$ cat src/rtl/tmr_pkg.sv
package tmr_pkg;
  localparam int unsigned CTRL_EN   = 30;
  localparam int unsigned CTRL_IE   = 29;
  localparam int unsigned CTRL_PER  = 27;
  localparam int unsigned CTRL_CRST = 26;
  localparam int unsigned CTRL_ACT  = 25;
  localparam int unsigned RST_PRE   = 5;

  typedef enum logic [1:0] {
    REG_CTRL = 2'd0,
    REG_INIT = 2'd1,
    REG_CNT  = 2'd2,
    REG_STAT = 2'd3
  } reg_sel_e;

  typedef struct packed {
    logic en;
    logic ie;
    logic per;
    logic act;
  } ctrl_flags_t;
endpackage

$ cat src/rtl/tmr_prescaler.sv
module tmr_prescaler #(
  parameter int unsigned PRE_W = 8
) (
  input  logic             clk_i,
  input  logic             rst_ni,
  input  logic             run_i,
  input  logic             restart_i,
  input  logic [PRE_W-1:0] pre_i,
  output logic             tick_o
);
  logic [PRE_W-1:0] cnt_q;
  logic [PRE_W-1:0] act_pre_q;  // ratio in force for the current period

  assign tick_o = run_i && !restart_i && (cnt_q == act_pre_q);

  always_ff @(posedge clk_i or negedge rst_ni) begin
    if (!rst_ni) begin
      cnt_q     <= '0;
      act_pre_q <= '0;
    end else if (!run_i || restart_i || tick_o) begin
      cnt_q     <= '0;
      act_pre_q <= pre_i;
    end else begin
      cnt_q <= cnt_q + PRE_W'(1);
    end
  end
endmodule

$ cat src/rtl/tmr_downcount.sv
module tmr_downcount #(
  parameter int unsigned CNT_W = 32
) (
  input  logic             clk_i,
  input  logic             rst_ni,
  input  logic             reload_i,
  input  logic [CNT_W-1:0] load_val_i,
  input  logic             tick_i,
  input  logic             periodic_i,
  output logic [CNT_W-1:0] count_o,
  output logic             expire_o
);
  logic [CNT_W-1:0] cnt_q;

  assign count_o  = cnt_q;
  assign expire_o = tick_i && (cnt_q <= CNT_W'(1));

  always_ff @(posedge clk_i or negedge rst_ni) begin
    if (!rst_ni) begin
      cnt_q <= '0;
    end else if (reload_i) begin
      cnt_q <= load_val_i;
    end else if (tick_i) begin
      if (expire_o) cnt_q <= periodic_i ? load_val_i : '0;
      else          cnt_q <= cnt_q - CNT_W'(1);
    end
  end
endmodule

$ cat src/rtl/tmr_chan.sv
module tmr_chan
  import tmr_pkg::*;
#(
  parameter int unsigned DATA_W = 32,
  parameter int unsigned CNT_W  = 32,
  parameter int unsigned PRE_W  = 8
) (
  input  logic              clk_i,
  input  logic              rst_ni,
  input  logic              we_i,
  input  logic [1:0]        addr_i,
  input  logic [DATA_W-1:0] wdata_i,
  output logic [DATA_W-1:0] rdata_o,
  output logic              irq_o
);
  ctrl_flags_t      flags_q;
  logic [PRE_W-1:0] pre_q, pre_nxt;
  logic [CNT_W-1:0] init_q, count;
  logic             pend_q;
  logic             wr_ctrl, wr_init, wr_stat;
  logic             new_en, crst_cmd, reload, start, tick, expire;
  logic             en_q, act_q, per_q;

  assign en_q  = flags_q.en;
  assign act_q = flags_q.act;
  assign per_q = flags_q.per;

  assign wr_ctrl  = we_i && (reg_sel_e'(addr_i) == REG_CTRL);
  assign wr_init  = we_i && (reg_sel_e'(addr_i) == REG_INIT);
  assign wr_stat  = we_i && (reg_sel_e'(addr_i) == REG_STAT);

  // counter-reset overrides a simultaneous enable
  assign new_en   = wdata_i[CTRL_EN] && !wdata_i[CTRL_CRST];
  assign crst_cmd = wr_ctrl && wdata_i[CTRL_CRST];
  assign reload   = wr_init || crst_cmd;
  assign start    = wr_ctrl && new_en && !en_q;
  assign pre_nxt  = wr_ctrl ? wdata_i[PRE_W-1:0] : pre_q;

  tmr_prescaler #(.PRE_W(PRE_W)) i_psc (
    .clk_i     (clk_i),
    .rst_ni    (rst_ni),
    .run_i     (en_q),
    .restart_i (reload || start),
    .pre_i     (pre_nxt),
    .tick_o    (tick)
  );

  tmr_downcount #(.CNT_W(CNT_W)) i_cnt (
    .clk_i      (clk_i),
    .rst_ni     (rst_ni),
    .reload_i   (reload),
    .load_val_i (wr_init ? wdata_i[CNT_W-1:0] : init_q),
    .tick_i     (tick),
    .periodic_i (per_q),
    .count_o    (count),
    .expire_o   (expire)
  );

  always_ff @(posedge clk_i or negedge rst_ni) begin
    if (!rst_ni) begin
      flags_q <= '0;
      pre_q   <= PRE_W'(RST_PRE);
      init_q  <= '0;
      pend_q  <= 1'b0;
    end else begin
      if (wr_ctrl) begin
        flags_q.en  <= new_en;
        flags_q.act <= new_en;
        flags_q.ie  <= wdata_i[CTRL_IE];
        flags_q.per <= wdata_i[CTRL_PER];
        pre_q       <= wdata_i[PRE_W-1:0];
      end else if (expire && !per_q) begin
        flags_q.en  <= 1'b0;
        flags_q.act <= 1'b0;
      end
      if (wr_init) init_q <= wdata_i[CNT_W-1:0];
      // a new expiry wins over a same-cycle clear
      if (expire)                     pend_q <= 1'b1;
      else if (wr_stat && wdata_i[0]) pend_q <= 1'b0;
    end
  end

  assign irq_o = flags_q.ie && pend_q;

  always_comb begin
    rdata_o = '0;
    unique case (reg_sel_e'(addr_i))
      REG_CTRL: begin
        rdata_o[CTRL_EN]    = flags_q.en;
        rdata_o[CTRL_IE]    = flags_q.ie;
        rdata_o[CTRL_PER]   = flags_q.per;
        rdata_o[CTRL_ACT]   = flags_q.act;
        rdata_o[PRE_W-1:0]  = pre_q;
      end
      REG_INIT: rdata_o[CNT_W-1:0] = init_q;
      REG_CNT:  rdata_o[CNT_W-1:0] = count;
      REG_STAT: rdata_o[0]         = pend_q;
      default:  rdata_o = '0;
    endcase
  end
endmodule

$ cat config.mk
export PLATFORM = sky130hd
export DESIGN_NAME = tmr_chan
export DESIGN_NICKNAME = d
export VERILOG_FILES = /design/src/rtl/tmr_pkg.sv /design/src/rtl/tmr_prescaler.sv /design/src/rtl/tmr_downcount.sv /design/src/rtl/tmr_chan.sv
export SDC_FILE = /design/constraint.sdc
export NUM_CORES = 1
export LEC_CHECK = 0
export BUFFER_PORTS_ARGS = -buffer_cell sky130_fd_sc_hd__buf_2
export CAP_MARGIN = 20
export CELL_PAD_IN_SITES_DETAIL_PLACEMENT = 2
export CELL_PAD_IN_SITES_GLOBAL_PLACEMENT = 2
export CORE_MARGIN = 2
export CORE_UTILIZATION = 40
export DETAILED_ROUTE_END_ITERATION = 6
export PLACE_DENSITY = 0.85
export SKIP_CTS_REPAIR_TIMING = 1
export SYNTH_ARGS = -nofsm -noshare
export SYNTH_HDL_FRONTEND = slang
export SYNTH_SLANG_ARGS = --single-unit
$ cat constraint.sdc
create_clock -name clk_i -period 7.9 [get_ports clk_i]
set_clock_uncertainty 0.05 [all_clocks]
set_input_delay 1.58 -clock clk_i [delete_from_list [all_inputs] [get_ports clk_i]]
set_output_delay 1.58 -clock clk_i [all_outputs]
set_load 0.005 [all_outputs]
# Word level (Yosys, flattened, before mapping)
# Cells that the tools add are included.
[op_classes]
n_addsub = 2
magnitude_cmp = 1
n_eq_ne = 4
mux = 20
n_reduce_logical = 25
[op_table]
columns = ["op", "n"]
rows = [
  ["2-to-1 mux 32 bit", 5],
  ["case mux 17 bit (2 select lines)", 1],
  ["<= comparator 32 x 1 -> 1 bit (second input constant)", 1],
  ["subtractor 32 x 1 -> 32 bit (second input constant)", 1],
  ["case mux 7 bit (3 select lines)", 1],
  ["2-to-1 mux 8 bit", 2],
  ["logical AND 1 bit", 13],
  ["adder 8 x 1 -> 8 bit (second input constant)", 1],
  ["== test 8 bit", 1],
  ["case mux 1 bit (2 select lines)", 3],
  ["case mux 1 bit (3 select lines)", 2],
  ["case mux 2 bit (3 select lines)", 1],
  ["nonzero test 2 bit", 3],
  ["== test 2 bit (second input constant)", 2],
  ["zero test 1 bit", 4],
  ["logical OR 1 bit", 4],
  ["2-to-1 mux 1 bit", 4],
  ["case mux 1 bit (4 select lines)", 1],
  ["== test 2 x 1 -> 1 bit (second input constant)", 1],
  ["zero test 2 bit", 1],
]
[totals]
regBits = 92
inputBits = 37
out_inout_bits = 33
elab_cells = 61

# Depth between registers and ports, before layout
# Gate-level depths: netlist (run 1).
[logic_depth]
ltp_word = 12
mapped_depth = 11
mapped_depth_nobuf = 8

# Hierarchy
# Synthesis (run 1) repeated with hierarchy kept, for this count alone.
[unflattened]
hier_cells = 494
area_unflattened_um2 = 5445.2
[modules_own_cells]
columns = ["module", "instances", "cells_each", "area_each_um2", "seq_area_each_um2"]
rows = [
  ["tmr_chan", 1, 187, 2376.0, 1103.6],
  ["tmr_downcount", 1, 243, 2302.2, 800.8],
  ["tmr_prescaler", 1, 64, 767.0, 400.4],
]

# Worst setup path before layout (run 1)
# Ideal clock, no wire load.
[synth_timing]
path_kind = "input to output"
from = "in addr_i[1]"
to = "out rdata_o[0]"
t_arrival_ns = 2.559
path_slack_ns = 3.711
cell_stages = 6
path_buffers = 2
path_cell_list = "inv_1 > ha_1 > clkbuf_1 > clkbuf_1 > a222oi_1 > mux2i_1"
[synth_between]
elab_chain_cells = 2
word_cells_on_any_way = 5
[synth_lines]
columns = ["item", "line", "text"]
rows = [
  ["start: declaration", "tmr_chan.sv:11", "input logic [1:0] addr_i,"],
  ["== test 2 bit (tied with other cells)", "tmr_chan.sv:87", "unique case (reg_sel_e'(addr_i))"],
  ["case mux 1 bit (4 select lines) *", "tmr_chan.sv:87", ""],
  ["end: declaration", "tmr_chan.sv:13", "output logic [DATA_W-1:0] rdata_o,"],
]
# Every way passes the cells marked *; elsewhere a longest branch is shown, timed or not.

# Final worst setup path (run 1)
[layout_timing]
from = "in addr_i[1]"
to = "reg i_cnt.cnt_q[3] (netlist: i_cnt.count_o[3])"
[layout_between]
elab_chain_cells = 12
word_cells_on_any_way = 19
[layout_lines]
columns = ["item", "line", "text"]
rows = [
  ["zero test 2 bit", "tmr_chan.sv:28", "assign wr_ctrl = we_i && (reg_sel_e'(addr_i) == REG_CTRL);"],
  ["logical AND 1 bit", "tmr_chan.sv:28", ""],
  ["logical AND 1 bit (on tied branches)", "tmr_chan.sv:34, tmr_chan.sv:36", ""],
  ["logical OR 1 bit or logical AND 1 bit (tied branches)", "tmr_chan.sv:35, tmr_chan.sv:36", ""],
  ["logical OR 1 bit", "tmr_chan.sv:43", ".restart_i (reload || start),"],
  ["zero test 1 bit", "tmr_prescaler.sv:14", "assign tick_o = run_i && !restart_i && (cnt_q == act_pre_q);"],
  ["logical AND 1 bit (2 in a row)", "tmr_prescaler.sv:14", ""],
  ["logical AND 1 bit", "tmr_downcount.sv:16", "assign expire_o = tick_i && (cnt_q <= CNT_W'(1));"],
  ["2-to-1 mux 32 bit", "tmr_downcount.sv:24", "if (expire_o) cnt_q <= periodic_i ? load_val_i : '0;"],
  ["2-to-1 mux 32 bit", "tmr_downcount.sv:23", "end else if (tick_i) begin"],
  ["2-to-1 mux 32 bit", "tmr_downcount.sv:21", "end else if (reload_i) begin"],
  ["end signal: assignment", "tmr_downcount.sv:22", "cnt_q <= load_val_i;"],
  ["end signal: assignment", "tmr_downcount.sv:24", ""],
  ["end signal: assignment", "tmr_downcount.sv:25", "else cnt_q <= cnt_q - CNT_W'(1);"],
  ["end: declaration", "tmr_downcount.sv:13", "logic [CNT_W-1:0] cnt_q;"],
]
# Parallel ways exist; a longest one is shown, timed or not. The select of a mux whose other input is x is not followed.
# A chain may end at the register's enable or synchronous reset.

==> summary.txt, run 1 <==
Outcome
  • Status: complete, no violations

Route
  • Post-DRT Antenna Nets: 0
  • Wire length on met2: 8.88 mm
  • Routed vias: 4,312
  • Met3 WL: 474 um
  • Wire per inst: 23.2 um
  • Total Routed Length: 17.0 mm
  • Drt pass-1 iters: 4
  • Avg Vias per Cell: 5.89
  • DRC viols: 0
  • M1 WL: 7.40 mm
  • Top Metal Used: met4
  • 1st-iter DRT viols: 233

Floorplanning
  • Site row count: 41
  • I/O pin cnt: 70
  • Effective utilization at floorplan: 0.409
  • Core area: 12,600 um2
  • Die height: 117 um
  • Die W: 117 um
  • DIE AREA: 13,800 um2

Worst setup path
  • CP Class: input port to flop
  • WP data arrival: 5.30 ns
  • Crit-path max FO: 34
  • Worst Path Required: 8.14 ns
  • CP endpoint kind: flop
  • Startpoint Class: input port

Place
  • Placed inst area: 5610 um2
  • Detailed Place HPWL: 11.9 mm
  • Port bufs: 69
  • Gpl congestion: 0.866

STA
  • Fin. Hold Viols: 0
  • RSZ-0062 raised after global routing: false
  • Fmax: 198 MHz
  • Hold Slack: 0.481 ns
  • Tmin final: 5.06 ns
  • Max-slew violations: 0
  • Setup TNS Final: 0 ns
  • Final setup fails: 0
  • Worst slew pin tran: 0.961 ns
  • Slew margin rel.: 0.358
  • Final period util: 0.640

Clock tree
  • Max clock buf depth: 2
  • Num CTS Buffers: 9
  • CTS Sinks: 92
  • CTS tree: done
  • Worst skew pair latency: 0.36 ns
  • Root buffer cell: clkbuf_16
  • Clock slew at reported path FFs: 0.07 ns
  • CTS H-Tree Depth: 3

Finish
  • ANT cells: 0
  • Final Cell Area: 5940 um2
  • Nets: 601
  • Syn-to-layout area delta: 15.5%
  • Fill count: 1,339
  • Share of layout cells above drive strength 1: 0.275

Power
  • Switching pwr: 492 uW
  • Cell Pwr Density: 252 nW/um2
  • Switching Fraction: 0.328
  • Internal power: 1010 uW
  • Leakage power: 0.00257 uW
  • Combinational Power Share: 0.223
  • Clock power share: 0.319
  • Max VDD drop: 0.161 mV
  • Flop pwr share: 0.458

Synthesis
  • YS warnings: 0
  • Post-Syn Area per Cell: 10.3 um2
  • Yosys reg bits: 92
  • Synthesized Nets: 546
  • Seq/Total Area, Yosys: 0.448
  • Yosys top cell area share: 0.438
  • Cell variety after synth: 58
  • Synth Cell Area: 5140 um2
  • Synth top area cells: dfrtp_1, mux2_2, a22oi_1
  • Synth Instances: 500
  • Most used flip-flop cell after synthesis: dfrtp_1
  • Post-synth EDFFs: 0
  • Post-synth ARST share: 1.00
  • Largest area contributor in the netlist: dfrtp_1

Global route
  • Antenna violations before repair: 0
  • Vias in the first global route: 4,834
  • Total gr overflow: 0
  • Global router's overall resource usage: 0.255
  • First-pass GRT wire length: 27.8 mm
  • Largest net degree at the start of global routing: 60

Run
  • Max cap viols: 0

Hold path
  • Min-Delay Path Class: flop to flop
## sequential cells by signal, indices dropped and copies added, names as in the netlist
register	count
act_q	1
flags_q	1
i_cnt.count_o	32
i_psc.act_pre_q	8
i_psc.cnt_q	8
init_q	32
pend_q	1
per_q	1
pre_q	8
## cell families after synthesis
kind of cell / Yosys count / synth area share
AOI/OAI and AO/OA: 111 / 0.171
xor gates and xnor gates: 21 / 0.0358
adders and majority gates: 9 / 0.0219
buffers and inverters: 43 / 0.0377
DFF: 92 / 0.448
muxes: 51 / 0.111
and+or+nand+nor: 173 / 0.175
## power by group through the flow
| stage | sequential (uW) | combinational [uW] | clock [uW] |
|---|---|---|---|
| after global routing | 702 | 372 | 506 |
| after floorplan | 644 | 232 | 0 |
| after detailed placement | 690 | 330 | 0 |
| after CTS | 685 | 337 | 488 |
| final | 687 | 334 | 479 |
| after global placement | 678 | 309 | 0 |
## metrics by stage
step | power (uW) | util | instances | setup WS, ns
6_report | 1500 | 0.473 | 732 | 2.84
3_5_place_dp | 1020 | 0.446 | 715 | 2.42
4_1_cts | 1510 | 0.472 | 731 | 2.82
5_1_grt | 1580 | 0.473 | 732 | 2.51
3_3_place_gp | 987 | 0.445 | 714 | 2.71
2_1_floorplan | 876 | - | 500 | 3.71
## layout by cell type, fill, tap and decap left out, types with 8 or more instances in the layout
cell type / count
dfrtp_1: 90
buf_2: 68
mux2_2: 49
nor2_1: 35
nand2_1: 32
nor3_1: 26
nor2b_1: 21
a22oi_1: 20
o21ai_0: 18
xor2_1: 14
a222oi_1: 12
nor4_1: 12
nand3_1: 12
inv_1: 10
ha_1: 9
clkbuf_16: 9
buf_4: 8
## synth_stat cells, drive strengths merged (9+ instances only)
master / number
dfrtp: 90
mux2: 49
nor2: 35
nand2: 32
nor3: 26
clkbuf: 23
o21ai: 22
nor2b: 21
a22oi: 20
xor2: 14
a222oi: 12
nand3: 12
nor4: 12
buf: 10
inv: 10
ha: 9
## area by class of cell
class / instances / area (um2) / area share
inverters: 10 / 37.5 / 0.00632
clock buffers: 9 / 225 / 0.0379
flip-flops and latches: 92 / 2300 / 0.388
well taps: 172 / 215 / 0.0362
clock inverters: 7 / 100 / 0.0168
multi-input cells: 365 / 2650 / 0.445
repair buffers: 77 / 415 / 0.0699
## metal layers
| metal | GRT usage | vias up |
|---|---|---|
| li1 | - | 1972 |
| met1 | 0.322 | 2252 |
| met2 | 0.459 | 74 |
| met3 | 0.0326 | 14 |
| met4 | 0.0708 | 0 |
| met5 | 0 | - |
## final timing paths
| kind | from | end | slack, ns | cells after the start |
|---|---|---|---|---|
| worst max-delay path | addr_i[1] | i_cnt.count_o[3]$_DFFE_PN0P_ | 2.84 | 11 |
| worst min-delay path | i_psc.act_pre_q[0]$_DFFE_PN0N_ | i_psc.act_pre_q[0]$_DFFE_PN0N_ | 0.48 | 1 |
| worst max register to register | i_psc.cnt_q[5]$_DFF_PN0_ | i_cnt.count_o[3]$_DFFE_PN0P_ | 3.85 | 7 |
| worst min register to register | i_psc.act_pre_q[0]$_DFFE_PN0N_ | i_psc.act_pre_q[0]$_DFFE_PN0N_ | 0.48 | 1 |
| max in group asynchronous | rst_ni | act_q$_DFFE_PN0P_ | 5.53 | 2 |
| min in group asynchronous | rst_ni | init_q[13]$_DFF_PN0_ | 1.12 | 1 |
## worst max-delay path, cell delays in order
cell and delay [ns]:
buf_2 0.13, inv_1 0.09, ha_1 0.18, buf_4 0.25
a21o_1 0.21, nand2_1 0.38, nand4_1 0.83, o41ai_4 0.85
buf_4 0.41, o2bb2ai_1 0.19, a22o_1 0.17
Note: power is estimated with default switching activity, not from simulation.
==> run 2: changes to the inputs <==
--- a/config.mk
+++ b/config.mk
@@ -5,14 +5,15 @@
 export SDC_FILE = /design/constraint.sdc
 export NUM_CORES = 1
 export LEC_CHECK = 0
+export ABC_AREA = 1
 export BUFFER_PORTS_ARGS = -buffer_cell sky130_fd_sc_hd__buf_2
 export CAP_MARGIN = 20
 export CELL_PAD_IN_SITES_DETAIL_PLACEMENT = 2
 export CELL_PAD_IN_SITES_GLOBAL_PLACEMENT = 2
 export CORE_MARGIN = 2
-export CORE_UTILIZATION = 40
+export CORE_UTILIZATION = 33
 export DETAILED_ROUTE_END_ITERATION = 6
-export PLACE_DENSITY = 0.85
+export PLACE_DENSITY = 0.8
 export SKIP_CTS_REPAIR_TIMING = 1
 export SYNTH_ARGS = -nofsm -noshare
 export SYNTH_HDL_FRONTEND = slang
==> constraint.sdc (replaced) <==
create_clock -name clk_i -period 4.75 [get_ports clk_i]
set_clock_uncertainty 0.05 [all_clocks]
set_input_delay 0.95 -clock clk_i [delete_from_list [all_inputs] [get_ports clk_i]]
set_output_delay 0.95 -clock clk_i [all_outputs]
set_load 0.005 [all_outputs]
==> run 2 against run 1 <==
Net effect:
- routed wire length rose by 18%
- design area rose by 17%
- combinational power rose to 3.4 times the previous value
- via count rose by 34%
- final cell count rose by 57%
- global-route usage fell by 3.9 points
- first-iteration DRC count fell by 22%
- critical endpoint is now rdata_o[0]
- largest power group unchanged
- highest routed layer unchanged
==> summary.txt, run 2 <==
Power
  • Flop pwr share: 0.397 (-0.061)
  • Max VDD drop: 0.204 mV (+27%)
  • Switching pwr: 1320 uW (+170%)
  • Switching Fraction: 0.419 (+0.0913)
  • Internal power: 1830 uW (+82%)
  • Cell Pwr Density: 456 nW/um2 (+81%)
  • Combinational Power Share: 0.359 (+0.136)
  • Clock power share: 0.244 (-0.075)
  • Leakage power: 0.00353 uW (+37%)

Synthesis
  • Post-synth ARST share: 1.00 (unchanged)
  • Synth top area cells: dfrtp_1, nand2_1, inv_1
  • YS warnings: 0 (unchanged)
  • Seq/Total Area, Yosys: 0.378 (-0.0701)
  • Most used flip-flop cell after synthesis: dfrtp_1
  • Yosys top cell area share: 0.369 (-0.0685)
  • Largest area contributor in the netlist: dfrtp_1
  • Post-synth EDFFs: 0 (unchanged)
  • Synthesized Nets: 910 (+67%)
  • Cell variety after synth: 39 (-33%)
  • Synth Cell Area: 6100 um2 (+19%)
  • Synth Instances: 864 (+73%)
  • Yosys reg bits: 92 (unchanged)
  • Most common library cells after synthesis: nand2_1, inv_1, dfrtp_1
  • Post-Syn Area per Cell: 7.06 um2 (-31%)
  • Top-count cell post-synth: nand2_1

Clock tree
  • Clock slew at reported path FFs: 0.08 ns (about the same)
  • CTS tree: done
  • CTS Sinks: 92 (unchanged)
  • Num CTS Buffers: 9 (unchanged)
  • Root buffer cell: clkbuf_16
  • Max clock buf depth: 2 (unchanged)
  • Worst skew pair latency: 0.36 ns (about the same)
  • CTS H-Tree Depth: 3 (unchanged)

Finish
  • Fill count: 2,197 (+64%)
  • Nets: 960 (+60%)
  • Share of layout cells above drive strength 1: 0.160 (-0.115)
  • Syn-to-layout area delta: 13.6%
  • ANT cells: 0 (unchanged)
  • Most frequent cells in the layout: nand2_1, inv_1, dfrtp_1
  • Final Cell Area: 6920 um2 (+17%)
  • Leading cell type in the layout, fill and taps excluded: nand2_1

Place
  • Port bufs: 69 (unchanged)
  • Placed inst area: 6620 um2 (+18%)
  • Gpl congestion: 0.833 (-3.8%)
  • Detailed Place HPWL: 14.6 mm (+22%)

Worst setup path
  • WP data arrival: 2.56 ns (-2.74 ns)
  • CP Class: input port to output pin
  • Worst path cell trace: buf_2, inv_1, ha_1, buf_4, inv_1, o21ai_0, a21oi_1, o21ai_0, buf_2
  • RR Startpoint: i_cnt.count_o[0]$_DFFE_PN0P_
  • Startpoint Class: input port
  • Worst Path Required: 3.75 ns (-4.39 ns)
  • Top cell family by delay on the critical path: buffers and inverters
  • CP endpoint kind: output pin
  • Max incr delay on CP: 0.28 ns (-0.57 ns)
  • Buf+Inv Stages, Crit Path: 5 (+1)
  • Critical-path cell with the highest stage delay: buf_4
  • CP startpoint: addr_i[0]
  • Crit-path max FO: 22 (-35%)

STA
  • Setup TNS Final: 0 ns (unchanged)
  • Worst slew pin tran: 0.943 ns (-0.0180 ns)
  • Max-slew violations: 0 (unchanged)
  • Fin. Hold Viols: 0 (unchanged)
  • Final setup fails: 0 (unchanged)
  • Final period util: 0.749
  • Fmax: 281 MHz
  • RSZ-0062 raised after global routing: false
  • Slew margin rel.: 0.372 (+0.0139)
  • Tmin final: 3.56 ns

Route
  • Avg Vias per Cell: 5.04 (-14%)
  • 1st-iter DRT viols: 182 (-22%)
  • Wire per inst: 17.5 um (-24%)
  • Post-DRT Antenna Nets: 0 (unchanged)
  • Total Routed Length: 20.1 mm (+18%)
  • DRC viols: 0 (unchanged)
  • Drt pass-1 iters: 4 (unchanged)
  • Routed vias: 5,788 (+34%)

Floorplanning
  • Effective utilization at floorplan: 0.338 (-0.0710)
  • Die W: 140 um (+19%)
  • I/O pin cnt: 70 (unchanged)
  • Die height: 140 um (+19%)
  • DIE AREA: 19,600 um2 (+42%)
  • Core area: 18,000 um2 (+43%)
  • Site row count: 49 (+20%)

Outcome
  • Status: complete, no violations

Global route
  • First-pass GRT wire length: 33.9 mm (+22%)
  • Total gr overflow: 0 (unchanged)
  • Antenna violations before repair: 0 (unchanged)
  • Largest net degree at the start of global routing: 70 (+17%)
  • Vias in the first global route: 6,379 (+32%)
  • Global router's overall resource usage: 0.216 (-0.0390)

Run
  • Max cap viols: 0 (unchanged)

Hold path
  • Hold Crit Start: flags_q[2]$_DFFE_PN0N_
  • Min-Delay Path Class: flop to flop
## run 2: cell types whose count changed after synthesis, sizes merged, moves of 31 or more
cell / before / now
nor2: 35 / 95
a21oi: 5 / 42
mux2: 49 / 13
inv: 10 / 139
nand3: 12 / 50
o21ai: 22 / 53
nand2: 32 / 248
## run 2: metrics by stage
step	power [uW]	cells	worst slack (ns)	utilization	hold WS (ns)
final	3160	1148	1.19	0.384	0.478
after global routing	3420	1148	1.01	0.384	0.520
after CTS	3200	1148	1.13	0.384	0.488
after detailed placement	2400	1132	0.977	0.367	0.469
after global placement	2330	1131	1.05	0.366	0.457
after floorplan	2000	864	1.89	-	0.420
## run 2: cell families after synthesis
| kind of cell | after synthesis | synth area share |
|---|---|---|
| buf+inv | 175 | 0.115 |
| fa+ha+maj | 9 | 0.0185 |
| flops | 92 | 0.378 |
| xor+xnor | 26 | 0.0373 |
| simple gates | 420 | 0.301 |
| compound gates | 129 | 0.126 |
| mux | 13 | 0.0240 |
## run 2: power groups by stage
| stage | logic [uW] | clock network, uW | registers [uW] |
|---|---|---|---|
| after CTS | 1160 | 790 | 1250 |
| after floorplan | 826 | 0 | 1170 |
| after detailed placement | 1130 | 0 | 1270 |
| after global routing | 1310 | 822 | 1290 |
| final | 1130 | 772 | 1250 |
| after global placement | 1080 | 0 | 1250 |
## run 2: per-layer routing
metal | wire, um | global-route usage | vias up
met5 | 0 | 0 | -
met4 | 346 | 0.0600 | 0
met3 | 377 | 0.0308 | 20
met2 | 10200 | 0.385 | 60
met1 | 9170 | 0.274 | 2907
li1 | - | - | 2801
## run 2: worst paths after layout
path,to,slack (ns),cells past startpoint
setup / recovery,rdata_o[0],1.19,9
hold / removal,flags_q[2]$_DFFE_PN0N_,0.48,2
setup reg to reg,i_cnt.count_o[4]$_DFFE_PN0P_,2.05,12
hold reg to reg,flags_q[2]$_DFFE_PN0N_,0.48,2
max in group asynchronous,i_cnt.count_o[16]$_DFFE_PN0P_,3.06,2
min in group asynchronous,pre_q[4]$_DFF_PN0_,0.68,1
## run 2: tightest hold or removal path: cells and delay by family, from the launching register on
kind	cells	cell delay, ns
DFF	1	0.38
and+or+nand+nor	2	0.12
## run 2: layout make-up
class | count | area [um2] | area share
clock buffer | 9 | 225 | 0.0325
clock inverter | 7 | 83.8 | 0.0121
inverter | 139 | 522 | 0.0754
multi-input combinational | 597 | 3100 | 0.447
sequential | 92 | 2300 | 0.333
tap | 229 | 287 | 0.0414
timing repair buffer | 75 | 405 | 0.0585
